`config.mk`:
```
export PLATFORM = sky130hd
export DESIGN_NAME = swseq_top
export DESIGN_NICKNAME = d
export VERILOG_FILES = /design/src/rtl/swseq_pkg.sv /design/src/rtl/swseq_cfg.sv /design/src/rtl/swseq_pace.sv /design/src/rtl/swseq_walker.sv /design/src/rtl/swseq_top.sv
export SDC_FILE = /design/constraint.sdc
export NUM_CORES = 1
export LEC_CHECK = 0
export BUFFER_PORTS_ARGS = -buffer_cell sky130_fd_sc_hd__buf_4
export CORE_MARGIN = 3
export CORE_UTILIZATION = 25
export DETAILED_ROUTE_END_ITERATION = 16
export GPL_ROUTABILITY_DRIVEN = 0
export MAX_ROUTING_LAYER = met4
export PLACE_DENSITY = 0.5
export SYNTH_ARGS = -nofsm -noshare
export SYNTH_HDL_FRONTEND = slang
export SYNTH_HIERARCHICAL = 1
export SYNTH_SLANG_ARGS = --single-unit
```
`constraint.sdc`:
```
create_clock -name clk -period 5.52 [get_ports clk]
set_input_delay 0.552 -clock clk [delete_from_list [all_inputs] [get_ports clk]]
set_output_delay 0.552 -clock clk [all_outputs]
set_load 0.05 [all_outputs]
```
`src/rtl/swseq_pkg.sv`:
```
package swseq_pkg;

    typedef enum logic [1:0] {
        PH_IDLE = 2'd0,
        PH_FWD  = 2'd1,
        PH_PBW  = 2'd2,
        PH_BWD  = 2'd3
    } phase_e;

    // Frames up to this length bypass windowing.
    localparam int unsigned SHORT_FRAME_MAX = 128;

    // Cycles per trellis stage: additions, max* steps and one idle slot.
    function automatic int unsigned stage_cycles(input int unsigned in_bits,
                                                 input int unsigned par_bits);
        return ((1 << (in_bits - 1)) * (in_bits + par_bits))
             + 4 * ((1 << in_bits) - 1) + 1;
    endfunction

endpackage

```
`src/rtl/swseq_cfg.sv`:
```
module swseq_cfg
    import swseq_pkg::*;
#(
    parameter int FRAME_W = 16,
    parameter int PASS_W  = 8
) (
    input  logic [FRAME_W-1:0] frame_len,
    input  logic [FRAME_W-1:0] win_len,
    input  logic [FRAME_W-1:0] warm_len,
    input  logic [PASS_W-1:0]  num_passes,
    output logic               cfg_ok,
    output logic [FRAME_W-1:0] eff_win,
    output logic [FRAME_W-1:0] eff_warm
);
    localparam logic [FRAME_W:0] SHORT_LIM = (FRAME_W+1)'(SHORT_FRAME_MAX);

    logic is_short;

    always_comb begin
        is_short = ({1'b0, frame_len} <= SHORT_LIM);
        eff_win  = is_short ? frame_len : win_len;
        eff_warm = is_short ? '0 : warm_len;
        cfg_ok   = (frame_len != '0) && (num_passes != '0) && (eff_win != '0);
    end
endmodule

```
`src/rtl/swseq_pace.sv`:
```
module swseq_pace #(
    parameter int STAGE_CYC = 7
) (
    input  logic clk,
    input  logic rst,
    input  logic run,
    output logic first,
    output logic last
);
    localparam int CNT_W = (STAGE_CYC < 2) ? 1 : $clog2(STAGE_CYC);
    localparam logic [CNT_W-1:0] CNT_MAX = CNT_W'(STAGE_CYC - 1);

    logic [CNT_W-1:0] cnt_q;

    always_ff @(posedge clk) begin
        if (rst || !run) begin
            cnt_q <= '0;
        end else if (cnt_q == CNT_MAX) begin
            cnt_q <= '0;
        end else begin
            cnt_q <= cnt_q + CNT_W'(1);
        end
    end

    always_comb begin
        first = run && (cnt_q == '0);
        last  = run && (cnt_q == CNT_MAX);
    end
endmodule

```
`src/rtl/swseq_walker.sv`:
```
module swseq_walker
    import swseq_pkg::*;
#(
    parameter int FRAME_W = 16,
    parameter int PASS_W  = 8
) (
    input  logic               clk,
    input  logic               rst,
    input  logic               accept,
    input  logic               step,
    input  logic [FRAME_W-1:0] frame_len,
    input  logic [FRAME_W-1:0] eff_win,
    input  logic [FRAME_W-1:0] eff_warm,
    input  logic [PASS_W-1:0]  num_passes,
    output phase_e             phase,
    output logic [FRAME_W-1:0] stage,
    output logic [PASS_W-1:0]  pass_idx,
    output logic               done
);
    typedef struct packed {
        phase_e             ph;
        logic [FRAME_W-1:0] stg;
        logic [FRAME_W-1:0] wbeg;
        logic [FRAME_W-1:0] wend;
        logic [PASS_W-1:0]  pas;
        logic               dn;
    } walk_t;

    walk_t cur, nxt;

    // Configuration captured on acceptance.
    logic [FRAME_W-1:0] n_last_q, win_q, warm_q;
    logic [PASS_W-1:0]  pmax_q;

    function automatic logic [FRAME_W-1:0] clip(input logic [FRAME_W:0]   v,
                                                 input logic [FRAME_W-1:0] lim);
        return (v > {1'b0, lim}) ? lim : v[FRAME_W-1:0];
    endfunction

    logic is_last_win, has_warm;

    always_comb begin
        is_last_win = (cur.wend == n_last_q);
        has_warm    = !is_last_win && (warm_q != '0);
        nxt         = cur;
        nxt.dn      = 1'b0;
        unique case (cur.ph)
            PH_IDLE: begin
                if (accept) begin
                    nxt.ph   = PH_FWD;
                    nxt.stg  = '0;
                    nxt.wbeg = '0;
                    nxt.wend = clip({1'b0, eff_win} - (FRAME_W+1)'(1),
                                    frame_len - FRAME_W'(1));
                    nxt.pas  = '0;
                end
            end
            PH_FWD: begin
                if (step) begin
                    if (cur.stg == cur.wend) begin
                        if (has_warm) begin
                            nxt.ph  = PH_PBW;
                            nxt.stg = clip({1'b0, cur.wend} + {1'b0, warm_q},
                                           n_last_q);
                        end else begin
                            nxt.ph  = PH_BWD;
                        end
                    end else begin
                        nxt.stg = cur.stg + FRAME_W'(1);
                    end
                end
            end
            PH_PBW: begin
                if (step) begin
                    if (cur.stg == cur.wend + FRAME_W'(1)) begin
                        nxt.ph  = PH_BWD;
                        nxt.stg = cur.wend;
                    end else begin
                        nxt.stg = cur.stg - FRAME_W'(1);
                    end
                end
            end
            PH_BWD: begin
                if (step) begin
                    if (cur.stg != cur.wbeg) begin
                        nxt.stg = cur.stg - FRAME_W'(1);
                    end else if (!is_last_win) begin
                        nxt.ph   = PH_FWD;
                        nxt.wbeg = cur.wend + FRAME_W'(1);
                        nxt.stg  = cur.wend + FRAME_W'(1);
                        nxt.wend = clip({1'b0, cur.wend} + {1'b0, win_q},
                                        n_last_q);
                    end else if (cur.pas == pmax_q) begin
                        nxt.ph   = PH_IDLE;
                        nxt.stg  = '0;
                        nxt.wbeg = '0;
                        nxt.wend = '0;
                        nxt.pas  = '0;
                        nxt.dn   = 1'b1;
                    end else begin
                        nxt.ph   = PH_FWD;
                        nxt.pas  = cur.pas + PASS_W'(1);
                        nxt.stg  = '0;
                        nxt.wbeg = '0;
                        nxt.wend = clip({1'b0, win_q} - (FRAME_W+1)'(1),
                                        n_last_q);
                    end
                end
            end
            default: nxt = cur;
        endcase
    end

    always_ff @(posedge clk) begin
        if (rst) begin
            cur      <= '{ph: PH_IDLE, default: '0};
            n_last_q <= '0;
            win_q    <= '0;
            warm_q   <= '0;
            pmax_q   <= '0;
        end else begin
            cur <= nxt;
            if (accept && (cur.ph == PH_IDLE)) begin
                n_last_q <= frame_len - FRAME_W'(1);
                win_q    <= eff_win;
                warm_q   <= eff_warm;
                pmax_q   <= num_passes - PASS_W'(1);
            end
        end
    end

    always_comb begin
        phase    = cur.ph;
        stage    = cur.stg;
        pass_idx = cur.pas;
        done     = cur.dn;
    end
endmodule

```
`src/rtl/swseq_top.sv`:
```
module swseq_top
    import swseq_pkg::*;
#(
    parameter int FRAME_W     = 16,
    parameter int PASS_W      = 8,
    parameter int IN_BITS     = 1,
    parameter int PARITY_BITS = 1
) (
    input  logic               clk,
    input  logic               rst,
    input  logic               start,
    input  logic [FRAME_W-1:0] frame_len,
    input  logic [FRAME_W-1:0] win_len,
    input  logic [FRAME_W-1:0] warm_len,
    input  logic [PASS_W-1:0]  num_passes,
    output logic [1:0]         phase,
    output logic [FRAME_W-1:0] stage,
    output logic [PASS_W-1:0]  pass_idx,
    output logic               role,
    output logic               stage_rd,
    output logic               metric_wr,
    output logic               ext_wr,
    output logic               done
);
    localparam int STAGE_CYC = int'(stage_cycles(IN_BITS, PARITY_BITS));

    logic               cfg_ok;
    logic [FRAME_W-1:0] eff_win, eff_warm;
    logic               accept;
    logic               stage_first, stage_last;
    phase_e             ph;

    swseq_cfg #(.FRAME_W(FRAME_W), .PASS_W(PASS_W)) u_cfg (
        .frame_len (frame_len),
        .win_len   (win_len),
        .warm_len  (warm_len),
        .num_passes(num_passes),
        .cfg_ok    (cfg_ok),
        .eff_win   (eff_win),
        .eff_warm  (eff_warm)
    );

    swseq_pace #(.STAGE_CYC(STAGE_CYC)) u_pace (
        .clk  (clk),
        .rst  (rst),
        .run  (ph != PH_IDLE),
        .first(stage_first),
        .last (stage_last)
    );

    assign accept = start && cfg_ok && (ph == PH_IDLE);

    swseq_walker #(.FRAME_W(FRAME_W), .PASS_W(PASS_W)) u_walk (
        .clk       (clk),
        .rst       (rst),
        .accept    (accept),
        .step      (stage_last),
        .frame_len (frame_len),
        .eff_win   (eff_win),
        .eff_warm  (eff_warm),
        .num_passes(num_passes),
        .phase     (ph),
        .stage     (stage),
        .pass_idx  (pass_idx),
        .done      (done)
    );

    always_comb begin
        phase     = ph;
        role      = pass_idx[0];
        stage_rd  = stage_first;
        metric_wr = stage_last && (ph == PH_FWD);
        ext_wr    = stage_last && (ph == PH_BWD);
    end
endmodule

```
# Yosys cells after proc, flatten, opt, wreduce, memory -nomap -nowiden

Index checks and enable logic that the tools add are counted.

Add/sub/neg operators: 11
Magnitude comparators: 5
Equal/unequal tests: 18
Muxes and demuxes: 25
Bitwise gates (word level): 3
Reductions and logical operators: 27

Operator list:

| kind                                                  | count |
|---|---|
| 2-to-1 mux 16 bit                                     | 10 |
| case mux 40 bit (2 select lines)                      | 1 |
| case mux 18 bit (4 select lines)                      | 1 |
| greater-than comparator 17 x 16 -> 1 bit              | 4 |
| 2-to-1 mux 59 bit                                     | 1 |
| 2-to-1 mux 58 bit                                     | 1 |
| 2-to-1 mux 57 bit                                     | 1 |
| 2-to-1 mux 50 bit                                     | 1 |
| equality test 16 bit                                  | 3 |
| nonzero test 16 bit                                   | 3 |
| 2-to-1 mux 41 bit                                     | 1 |
| 2-to-1 mux 18 bit                                     | 2 |
| adder 16 x 16 -> 17 bit                               | 2 |
| subtractor 16 x 1 -> 17 bit (second input constant)   | 2 |
| adder 16 x 1 -> 16 bit (second input constant)        | 2 |
| subtractor 16 x 1 -> 16 bit (second input constant)   | 2 |
| <= comparator 16 x 8 -> 1 bit (second input constant) | 1 |
| != test 16 bit                                        | 1 |
| logical AND 1 bit                                     | 10 |
| AND reduction 5 bit                                   | 2 |
| 2-to-1 mux 9 bit                                      | 1 |
| adder 8 x 1 -> 8 bit (second input constant)          | 1 |
| equality test 8 bit                                   | 1 |
| != test 2 x 1 -> 1 bit (second input constant)        | 4 |
| other kinds (20)                                      | 31 |

Flip-flop bits (word level): 118
Input bits: 59
Output and inout port bits: 31
Logic and storage cells: 100

# Depth between registers and ports, before layout

Gate-level depths: netlist of run 1.

Depth in word-level cells: 8
Mapped depth: 22
Gate-level depth less buffers: 20

# Modules after synthesis

Netlist of run 1, hierarchy kept.

By module, submodules not included:

| module       | times used | cells an instance | area each (µm²) | seq. area each (µm²) |
|---|---|---|---|---|
| swseq_walker | 1          | 1556              | 11830.1         | 2302.2 |
| swseq_cfg    | 1          | 61                | 455.4           | 0.0 |
| swseq_pace   | 1          | 18                | 170.2           | 60.1 |
| swseq_top    | 1          | 5                 | 43.8            | 0.0 |

# Least setup slack after synthesis of run 1

Ideal clock, no wire load.

Path kind: input port to flip-flop
From: input port frame_len[11]
To: register u_walk/cur[15] (netlist name)
Library setup time: 132 ps
Arrival time: 5584 ps
Required time: 5388 ps
Path slack: -196 ps
Stages: 20
Buffers on the path: 2
Path through: or4_1 -> nor2_2 -> o21ai_2 -> buf_6 -> mux2_4 -> nor4_1 -> nand2_1 -> or4_1 -> nor4_1 -> xor2_1 -> ha_1 -> a211o_1 -> nor2_1 -> nand2_1 -> o21ai_1 -> clkbuf_1 -> mux2i_1 -> o22ai_1 -> a211oi_1 -> nor3_1

Word-level cells in the longest chain between the ends: 8
Elaborated cells between the ends (all ways): 16
Classes of those cells: 2 x add/sub; 2 x order compare; 1 x eq/ne; 4 x mux; 7 x reduce/logical

Ends and longest elaborated chain:

| item                                                                | RTL line            | RTL |
|---|---|---|
| start: declaration                                                  | swseq_top.sv:12     | `input logic [FRAME_W-1:0] frame_len,` |
| <= comparator 16 x 8 -> 1 bit *                                     | swseq_cfg.sv:20     | `is_short = ({1'b0, frame_len} <= SHORT_LIM);` |
| 2-to-1 mux 16 bit *                                                 | swseq_cfg.sv:21     | `eff_win = is_short ? frame_len : win_len;` |
| named net eff_win[2]                                                | swseq_top.sv:28     | `logic [FRAME_W-1:0] eff_win, eff_warm;` |
| branches (longest 6 deep; another with subtractor 16 x 1 -> 17 bit) | -                   |  |
| end signal: assignment                                              | swseq_walker.sv:122 | `cur <= nxt;` |
| end: declaration                                                    | swseq_walker.sv:29  | `walk_t cur, nxt;` |

Mark *: on every way through the listed nets, which the timed path passes. The select of a mux whose other input is x is not followed.
A chain may end at the register's enable or synchronous reset.

# Final worst setup path of run 1

From: input port frame_len[11]
To: register u_walk/cur[16] (netlist name)

The elaborated chain is that of the path after synthesis.

==> results of run 1 <==
cells in the final DEF, fill, tap and decap left out, drive strengths merged, types with 41 or more instances in the layout:
cell type  count
a211oi        56
a21oi        115
buf          135
dfxtp        118
ha           112
inv           69
nand2        168
nand3         41
nor2         149
nor3          61
o21ai         51
xnor2         84
xor2          81
layer usage:
layer,up-vias,wire [microns],global-route usage
li1,5991,-,-
met1,5802,21600,0.231
met2,421,20500,0.273
met3,61,2730,0.0318
met4,0,1260,0.0563
met5,-,0,-
power breakdown:
| group | switching (mW) | internal [mW] | total [mW] |
|---|---|---|---|
| registers | 0.402 | 1.04 | 1.44 |
| logic | 3.42 | 2.28 | 5.71 |
| clock network | 0.468 | 0.806 | 1.27 |
path summary, 6_finish.rpt:
path                    from                to  depth (start not counted)
min reg2reg  u_pace/cnt_q[0]   u_pace/cnt_q[0]                          1
min            num_passes[0]  u_walk/pmax_q[0]                          2
max            frame_len[11]    u_walk/cur[16]                         21
max reg2reg    u_walk/cur[9]    u_walk/cur[12]                         18
per-stage QoR:
| step | cell area, sq um | power, mW |
|---|---|---|
| floorplan | 12500 | 5.34 |
| global placement | 13800 | 7.01 |
| detailed placement | 13800 | 7.06 |
| CTS | 14400 | 8.38 |
| global route | 14400 | 9.06 |
| finish | 14400 | 8.43 |
cell families (layout without fill, tap and decap cells):
| group | after synthesis | after routing | synth area share |
|---|---|---|---|
| AOI/OAI and AO/OA | 368 | 368 | 0.196 |
| xor gates and xnor gates | 167 | 167 | 0.119 |
| adders and majority gates | 114 | 114 | 0.115 |
| buffers and inverters | 186 | 233 | 0.0698 |
| DFF | 118 | 118 | 0.189 |
| muxes | 63 | 63 | 0.0560 |
| and+or+nand+nor | 624 | 624 | 0.254 |
layout make-up:
cell class / instances / area [sq um]
fillers: 5369 / 34700
clock buffers: 18 / 429
repair buffers: 135 / 1040
inverters: 66 / 248
well taps: 664 / 831
multi-input cells: 1336 / 9290
clock inverters: 14 / 223
flip-flops and latches: 118 / 2360
sequential cells by signal (all words and copies together), names as in the netlist:
register         count
u_walk/cur          32
u_walk/n_last_q     16
u_walk/stage        16
u_walk/warm_q       16
u_walk/win_q        16
u_walk/pass_idx      8
u_walk/pmax_q        8
u_pace/cnt_q         3
u_walk/phase         2
u_walk/done          1
==> metrics, run 1 <==
Worst setup EP type=flip-flop; final core utilization=0.293; cell mode on critical path=a211oi_1; TritonRoute pass-1 iters=6; initial antenna violation count=0; final non-filler cell total=2351; Leak=5.83 nW; largest net degree at the start of global routing=81; Top FF cell, synth=dfxtp_1; hold_ws=330 ps; DRC=0; dpl hpwl=36.0 mm; Seq/Total Area, Yosys=0.189; area grow syn2layout=15.4%; postcts setup bufs=0; flops & latches, synth=118; actual slew at the worst max-slew pin=1070 ps; Pwr per Cell Area=584 nW/um^2; Routed WL=46.0 mm; Clock Skew=12.0 ps; worst-skew pair later-pin latency=430 ps; RSZ-0062 raised after global routing=no; Routed Antenna Nets=0; Worst path max stage delay=560 ps; diode count=0; mapped cell area=12500 sq um; max-slew violations=0; hold_buf cts=0; initial drt markers=984; Worst path slowest cell=or4_1; IO Pins=90; Reg clk slew, reported paths=60 ps; Hold Crit Class=input port to flip-flop; DP Worst Slack=27.2 ps; CTS tree=built; fraction of layout cells with a size suffix above 1=0.137; Synth Warn #=6; Crit Path Category=input port to flip-flop; Via Count=12.3k; Post-synth top cells=168 x nand2_1, 148 x nor2_1, 118 x dfxtp_1, 114 x a21oi_1, 112 x ha_1; status=complete, no violations; critical path arrival=5450 ps; first-pass GRT wire length=70.7 mm; post-CTS sizing=0; Cell Rows=81; top-count cell post-synth=nand2_1; vias in the first global route=11.9k; aggregate global-route resource usage=0.176; Mapped Cells=1640; count of cell types in the netlist=96; die area=52700 sq um; CP Data Required Time=5860 ps; Setup crit start kind=input port; Root Buffer=clkbuf_16; number of port buffers=89; Routed wire per std cell=19.6 microns; # setup viols final=0; Mean Syn Cell Area=7.62 sq um; TritonCTS Buffers=17; Synth area leaders=dfxtp_1 19%, ha_1 11%, xnor2_1 5.9%; Die X=230 microns; Post-synth EDFFs=0; clock buffer depth=2; core area=49200 sq um; grt ovf=0; final worst setup slack=412 ps; r2r setup slk=630 ps; Die Y=230 microns; vias per cell=5.22; syn nets=1813; final setup TNS=0 ps; crit path cell chain=buf_4, or4_1, nor2_2, o21ai_2, mux2_4, nor4_1, nand2_1, or4_1, nor4_1, xor2_1, ha_1, and3_1, a211oi_1, a21o_1, o21ai_0, o21ai_2, buf_12, mux2_2, o22ai_1, a211oi_1, a211oi_1; Slew Limit Headroom=0.289; Worst VDD drop=0.329 mV; clk sinks=118; Async SR Flop Fraction=0; Fmax achieved=0.196 GHz; buffers and inverters on the worst path=2; max_cap viols=0; CP top delay family=simple AND/OR/NAND/NOR gates; Final Hold Viols=0; fin crit period=5110 ps; Yosys top cell by area=dfxtp_1; CP max FO=13; nets=1847; Max H-tree Level=4; Yosys top cell area share=0.189; Initial Util=0.254; cell count after placement=2319; Tcrit/Tclk final=0.925
(Power assumes the default switching activity.)
==> inputs of run 2 (changes only) <==
PLACE_DENSITY = 0.49   (was 0.5)
SKIP_CTS_REPAIR_TIMING = 1   (was not set)
clock period = 6 ns   (was 5.52 ns; I/O delays follow)
==> run 2 against run 1 <==
Against the previous run: cell count shrank 0.68%; sequential power decreased by 6%; global-route usage increased by 0.083 points; register-to-register slack improved by 70 ps; utilization shrank 0.35 points; via count fell by 0.26%; worst setup slack gained 230 ps; non-clock buffer count shrank 16; critical path depth did not move; cell area down 1.2%; combinational power decreased by 9.8%; clock power shrank 14%; critical endpoint is now u_walk/cur[10].
==> metrics, run 2 (synthesis gave the netlist of run 1 again) <==
status=complete, no violations (unchanged); Worst VDD drop=0.294 mV (was 0.329 mV); placed inst area=13600 sq um (was 13800 sq um); largest net degree at the start of global routing=83 (was 81); clock buffer depth=2 (unchanged); critical path arrival=5700 ps (was 5450 ps); final worst setup slack=638 ps (was 412 ps); buffers and inverters on the worst path=2 (unchanged); DP Worst Slack=252 ps (was 27.2 ps); diode count=0 (unchanged); aggregate global-route resource usage=0.177 (was 0.176); fraction of layout cells with a size suffix above 1=0.126 (was 0.137); fillers=5287 (was 5369); Largest Register=u_walk/cur (unchanged); Final Hold Viols=0 (unchanged); Cell Rows=81 (unchanged); # setup viols final=0 (unchanged); TritonRoute pass-1 iters=5 (was 6); area taken by flip-flops and latches=2360 sq um (unchanged); DRC=0 (unchanged); GR Layer Usage met1=0.239 (was 0.231); max_cap viols=0 (unchanged); TritonCTS Buffers=17 (unchanged); met3 usage in global routing=0.0356 (was 0.0318); die area=52700 sq um (unchanged); Clock Skew=13.9 ps (was 12.0 ps); Routed wire per std cell=19.7 microns (was 19.6 microns); vias in the first global route=11.8k (was 11.9k); IO Pins=90 (unchanged); CP Data Required Time=6340 ps (was 5860 ps); Routed WL=46.0 mm (about the same); actual slew at the worst max-slew pin=1110 ps (was 1070 ps); Initial Util=0.254 (unchanged); Hold Crit Class=input port to flip-flop (unchanged); clk sinks=118 (unchanged); Worst path max stage delay=490 ps (was 560 ps); vias per cell=5.24 (was 5.22); core area=49200 sq um (unchanged); Crit Path Category=input port to flip-flop (unchanged); Fmax achieved=0.187 GHz; Worst path slowest cell=or4_1 (unchanged); CP top delay family=simple AND/OR/NAND/NOR gates (unchanged); cell mode on critical path=a211oi_1 (unchanged); Via Count=12.2k (was 12.3k); Slew Limit Headroom=0.261 (was 0.289); dpl hpwl=36.2 mm (was 36.0 mm); CP max FO=19 (was 13); grt ovf=0 (unchanged); nets=1831 (was 1847); initial drt markers=1038 (was 984); fin crit period=5360 ps; final setup TNS=0 ps (unchanged); Root Buffer=clkbuf_16 (unchanged); Leak=5.74 nW (was 5.83 nW); Max H-tree Level=4 (unchanged); commonest non-fill, non-tap cell in the layout=nand2_1 (unchanged); GR met2 Demand/Resource=0.260 (was 0.273); Setup crit start kind=input port (unchanged); initial antenna violation count=0 (unchanged); Reg clk slew, reported paths=50 ps (was 60 ps); Die Y=230 microns (unchanged); number of port buffers=89 (unchanged); Worst setup EP type=flip-flop (unchanged); max-slew violations=0 (unchanged); worst-skew pair later-pin latency=440 ps (was 430 ps); RSZ-0062 raised after global routing=no (unchanged); Tcrit/Tclk final=0.894; Routed Antenna Nets=0 (unchanged); fin area=14300 sq um (was 14400 sq um); Die X=230 microns (unchanged); first-pass GRT wire length=70.5 mm (was 70.7 mm); crit path cell chain=buf_4, or3_4, nor4b_4, o21ai_2, mux2_4, nor4_1, nand2_1, or4_1, nor4_1, xor2_1, ha_1, and3_1, a211oi_1, a21o_1, o21ai_0, o21ai_1, buf_12, mux2_2, o22ai_1, a211oi_1, a211oi_1 (was buf_4, or4_1, nor2_2, o21ai_2, mux2_4, nor4_1, nand2_1, or4_1, nor4_1, xor2_1, ha_1, and3_1, a211oi_1, a21o_1, o21ai_0, o21ai_2, buf_12, mux2_2, o22ai_1, a211oi_1, a211oi_1); CTS tree=built (unchanged); max reg flops=32 (unchanged); GRT busiest layer=met2 (unchanged); Multi-input gate area=9290 sq um (about the same); Pwr per Cell Area=533 nW/um^2 (was 584 nW/um^2); most frequent cells in the layout=168 x nand2_1, 148 x nor2_1, 118 x buf_4, 118 x dfxtp_1, 113 x a21oi_1 (was 168 x nand2_1, 148 x nor2_1, 133 x buf_4, 118 x dfxtp_1, 113 x a21oi_1); area grow syn2layout=14.0% (was 15.4%)
-- run 2: routing by layer --
metal,up-vias,wire [microns]
li1,5951,-
met1,5790,21800
met2,437,19600
met3,65,3030
met4,0,1530
met5,-,0
-- run 2: worst paths after layout --
kind / startpoint / end / slack, ps / cells after the start
hold reg to reg: u_pace/cnt_q[0] / u_pace/cnt_q[0] / 460 / 1
setup / recovery: frame_len[5] / u_walk/cur[10] / 640 / 21
hold / removal: num_passes[0] / u_walk/pmax_q[0] / 370 / 2
setup reg to reg: u_walk/cur[10] / u_walk/cur[12] / 700 / 19
-- run 2: worst register-to-register path: stages (launching register included) --
cell and delay (ps):
dfxtp_1 310, buf_4 230, inv_1 250, fa_1 520, nor2b_1 170, o31ai_1 120
a211o_1 310, and3_1 220, o31ai_1 230, a21oi_1 120, xnor2_1 190, ha_1 390
nand4_1 110, nor4_1 530, o221ai_1 250, nor3_2 190, buf_4 300, mux2_2 390
a211oi_1 250, nor3_1 80
-- run 2: area by class of cell --
class | count | share of cell area
clock buffer | 21 | 0.0309
multi-input combinational | 1336 | 0.652
tap | 664 | 0.0583
sequential | 118 | 0.166
inverter | 66 | 0.0174
timing repair buffer | 119 | 0.0636
clock inverter | 11 | 0.0123
-- run 2: through the flow --
stage               power, mW  hold WS (ps)   util  cells
finish                   7.59           370  0.290   2335
global route             8.19           365  0.290   2335
CTS                      7.56           344  0.290   2335
detailed placement       6.41           455  0.277   2303
global placement         6.38           441  0.277   2303
floorplan                4.91           427      -   1640
-- run 2: report_power, final --
part,internal [mW],total [mW],leakage (nW),switching (mW)
logic,2.03,5.15,4.48,3.13
clock network,0.696,1.09,0.292,0.395
registers,0.960,1.35,0.964,0.387
total,3.68,7.59,5.74,3.91
==> inputs of run 3 (changes only) <==
SYNTH_HIERARCHICAL = not set   (was 1)
==> run 3 against run 2 <==
Against the previous run: flip-flop and latch count stayed put; non-clock buffer count is 1 higher; via count is 1.8% higher; sequential power is 9% lower; largest power group unchanged; worst hold slack worse by 15 ps; area after synthesis is 1.3% lower; power is 18% lower; clock skew is 0.54 ps higher; largest cell class unchanged; critical path depth stayed put; wire length is 5.9% higher.
==> metrics, run 3 <==
IO Pins=90 (unchanged); fillers=5324 (was 5287); number of port buffers=89 (unchanged); vias per cell=5.35 (was 5.24); Yosys top cell by area=dfxtp_1 (unchanged); area grow syn2layout=14.4% (was 14.0%); Hold Crit Class=input port to flip-flop (unchanged); status=complete, no violations (unchanged); Tcrit/Tclk final=0.916 (was 0.894); Clock Skew=14.4 ps (was 13.9 ps); Setup crit start kind=input port (unchanged); initial drt markers=1221 (was 1038); TritonCTS Buffers=17 (unchanged); vias in the first global route=12.0k (was 11.8k); Max H-tree Level=4 (unchanged); Initial Util=0.256 (was 0.254); most frequent cells in the layout=168 x nand2_1, 159 x nor2_1, 120 x buf_4, 118 x dfxtp_1, 113 x ha_1 (was 168 x nand2_1, 148 x nor2_1, 118 x buf_4, 118 x dfxtp_1, 113 x a21oi_1); aggregate global-route resource usage=0.188 (was 0.177); Leak=5.63 nW (was 5.74 nW); RSZ-0062 raised after global routing=no (unchanged); DRC=0 (unchanged); nets=1833 (was 1831); fraction of layout cells with a size suffix above 1=0.124 (was 0.126); Crit Path Category=input port to flip-flop (unchanged); Slew Limit Headroom=0.342 (was 0.261); Die X=228 microns (was 230 microns); diode count=0 (unchanged); clk sinks=118 (unchanged); flops & latches, synth=118 (unchanged); Root Buffer=clkbuf_16 (unchanged); Largest Register=u_walk.cur (was u_walk/cur); Worst path max stage delay=560 ps (was 490 ps); Fmax achieved=0.182 GHz (was 0.187 GHz); TritonRoute pass-1 iters=6 (was 5); # setup viols final=0 (unchanged); Die Y=228 microns (was 230 microns); commonest non-fill, non-tap cell in the layout=nand2_1 (unchanged); CP Data Required Time=6340 ps (about the same); Worst setup EP type=flip-flop (unchanged); dpl hpwl=38.0 mm (was 36.2 mm); critical path arrival=5840 ps (was 5700 ps); Synth area leaders=dfxtp_1 19%, ha_1 11%, xnor2_1 6.7% (was dfxtp_1 19%, ha_1 11%, xnor2_1 5.9%); CP top delay family=compound AO/OA/AOI/OAI gates (was simple AND/OR/NAND/NOR gates); max-slew violations=0 (unchanged); Cell Rows=80 (was 81); Yosys top cell area share=0.192 (was 0.189); Top FF cell, synth=dfxtp_1 (unchanged); Mapped Cells=1641 (was 1640); Pwr per Cell Area=443 nW/um^2 (was 533 nW/um^2); Worst VDD drop=0.245 mV (was 0.294 mV); CP max FO=14 (was 19); Seq/Total Area, Yosys=0.192 (was 0.189); top-count cell post-synth=nand2_1 (unchanged); crit path cell chain=buf_4, inv_1, ha_1, or3b_1, o21ai_2, nand2_1, a21oi_1, ha_1, o21ai_1, buf_4, or2_4, o311ai_0, nand2_1, ha_1, nand4_1, nor4_1, mux2i_1, a21oi_2, mux2i_1, o221ai_1, o221a_2 (was buf_4, or3_4, nor4b_4, o21ai_2, mux2_4, nor4_1, nand2_1, or4_1, nor4_1, xor2_1, ha_1, and3_1, a211oi_1, a21o_1, o21ai_0, o21ai_1, buf_12, mux2_2, o22ai_1, a211oi_1, a211oi_1); syn nets=1815 (was 1813); Mean Syn Cell Area=7.52 sq um (was 7.62 sq um); max reg flops=32 (unchanged); final worst setup slack=503 ps (was 638 ps); cell mode on critical path=ha_1 (was a211oi_1); Routed Antenna Nets=0 (unchanged); grt ovf=0 (unchanged); Post-synth top cells=168 x nand2_1, 159 x nor2_1, 118 x dfxtp_1, 113 x ha_1, 94 x xnor2_1 (was 168 x nand2_1, 148 x nor2_1, 118 x dfxtp_1, 114 x a21oi_1, 112 x ha_1); worst-skew pair later-pin latency=460 ps (was 440 ps); fin crit period=5500 ps (was 5360 ps); Worst path slowest cell=a21oi_2 (was or4_1); buffers and inverters on the worst path=3 (was 2); Final Hold Viols=0 (unchanged); DP Worst Slack=159 ps (was 252 ps); Post-synth EDFFs=0 (unchanged); Via Count=12.5k (was 12.2k); clock buffer depth=2 (unchanged); final setup TNS=0 ps (unchanged); Synth Warn #=0 (was 6); count of cell types in the netlist=86 (was 96); core area=48200 sq um (was 49200 sq um); mapped cell area=12300 sq um (was 12500 sq um); first-pass GRT wire length=74.0 mm (was 70.5 mm); die area=52000 sq um (was 52700 sq um); max_cap viols=0 (unchanged); initial antenna violation count=0 (unchanged); actual slew at the worst max-slew pin=987 ps (was 1110 ps); Routed WL=48.7 mm (was 46.0 mm); Routed wire per std cell=20.9 microns (was 19.7 microns); CTS tree=built (unchanged); largest net degree at the start of global routing=69 (was 83); Async SR Flop Fraction=0 (unchanged); Reg clk slew, reported paths=60 ps (was 50 ps)
run 3: cell types whose count changed after synthesis, moves of 9 or more:
| cell | change |
|---|---|
| a21oi_1 | -24 |
| a311oi_1 | +10 |
| and2_1 | -25 |
| nand3_1 | +27 |
| nor2_1 | +11 |
| nor2b_1 | -9 |
| o21ai_0 | +21 |
| or3_1 | +11 |
| xnor2_1 | +10 |
run 3: worst reg2reg max path: stages, from the launching register on:
cell	delay [ps]
dfxtp_1	600
ha_1	390
and3_1	170
a2111oi_0	420
buf_4	210
a21oi_1	100
nor4_1	200
nor3_1	110
xor2_1	300
ha_1	320
nand4_1	120
nor3_1	100
o31a_1	140
o41a_1	370
o21ai_0	250
and3_1	460
buf_4	280
mux2_2	350
nand2_1	110
a211oi_1	80
run 3: report_power, final:
part           internal [mW]  switching (mW)
sequential             0.926           0.305
clock                  0.664           0.454
combinational           1.53            2.36
total                   3.12            3.12
run 3: kinds of logic after synthesis:
group | Yosys count | synth area share
AO/OA/AOI/OAI | 382 | 0.213
XOR/XNOR | 173 | 0.123
adder cells (fa/ha/maj) | 115 | 0.118
buffers and inverters | 179 | 0.0654
flip-flops | 118 | 0.192
multiplexers | 54 | 0.0462
AND/OR/NAND/NOR | 620 | 0.244
run 3: path summary, 6_finish.rpt:
kind,start,endpoint,slack [ps],depth (start not counted)
min,num_passes[0],u_walk.pmax_q[0],350,2
max,frame_len[0],u_walk.cur[13],500,21
min reg2reg,u_walk.cur[32],u_walk.cur[32],460,2
max reg2reg,u_walk.cur[11],u_walk.cur[11],760,19
run 3: layout make-up:
type	count	area (sq um)	area share
clock buffer	17	425	0.0302
tap	656	821	0.0582
timing repair buffer	120	901	0.0639
sequential	118	2360	0.167
inverter	58	218	0.0154
clock inverter	15	195	0.0138
multi-input combinational	1344	9180	0.651
run 3: routing by layer:
layer / GRT usage / share of wire
met1: 0.241 / 0.45
met2: 0.302 / 0.47
met3: 0.0262 / 0.053
met4: 0.0704 / 0.034
met5: - / 0
run 3: through the flow:
stage	cells	total power [mW]	instance area, sq um	util	hold slack, ps
after floorplan	1641	3.93	12300	-	443
after global placement	2296	5.04	13500	0.280	453
after detailed placement	2296	5.09	13500	0.280	457
after CTS	2328	6.23	14100	0.292	335
after global routing	2328	6.71	14100	0.292	362
final	2328	6.25	14100	0.292	355
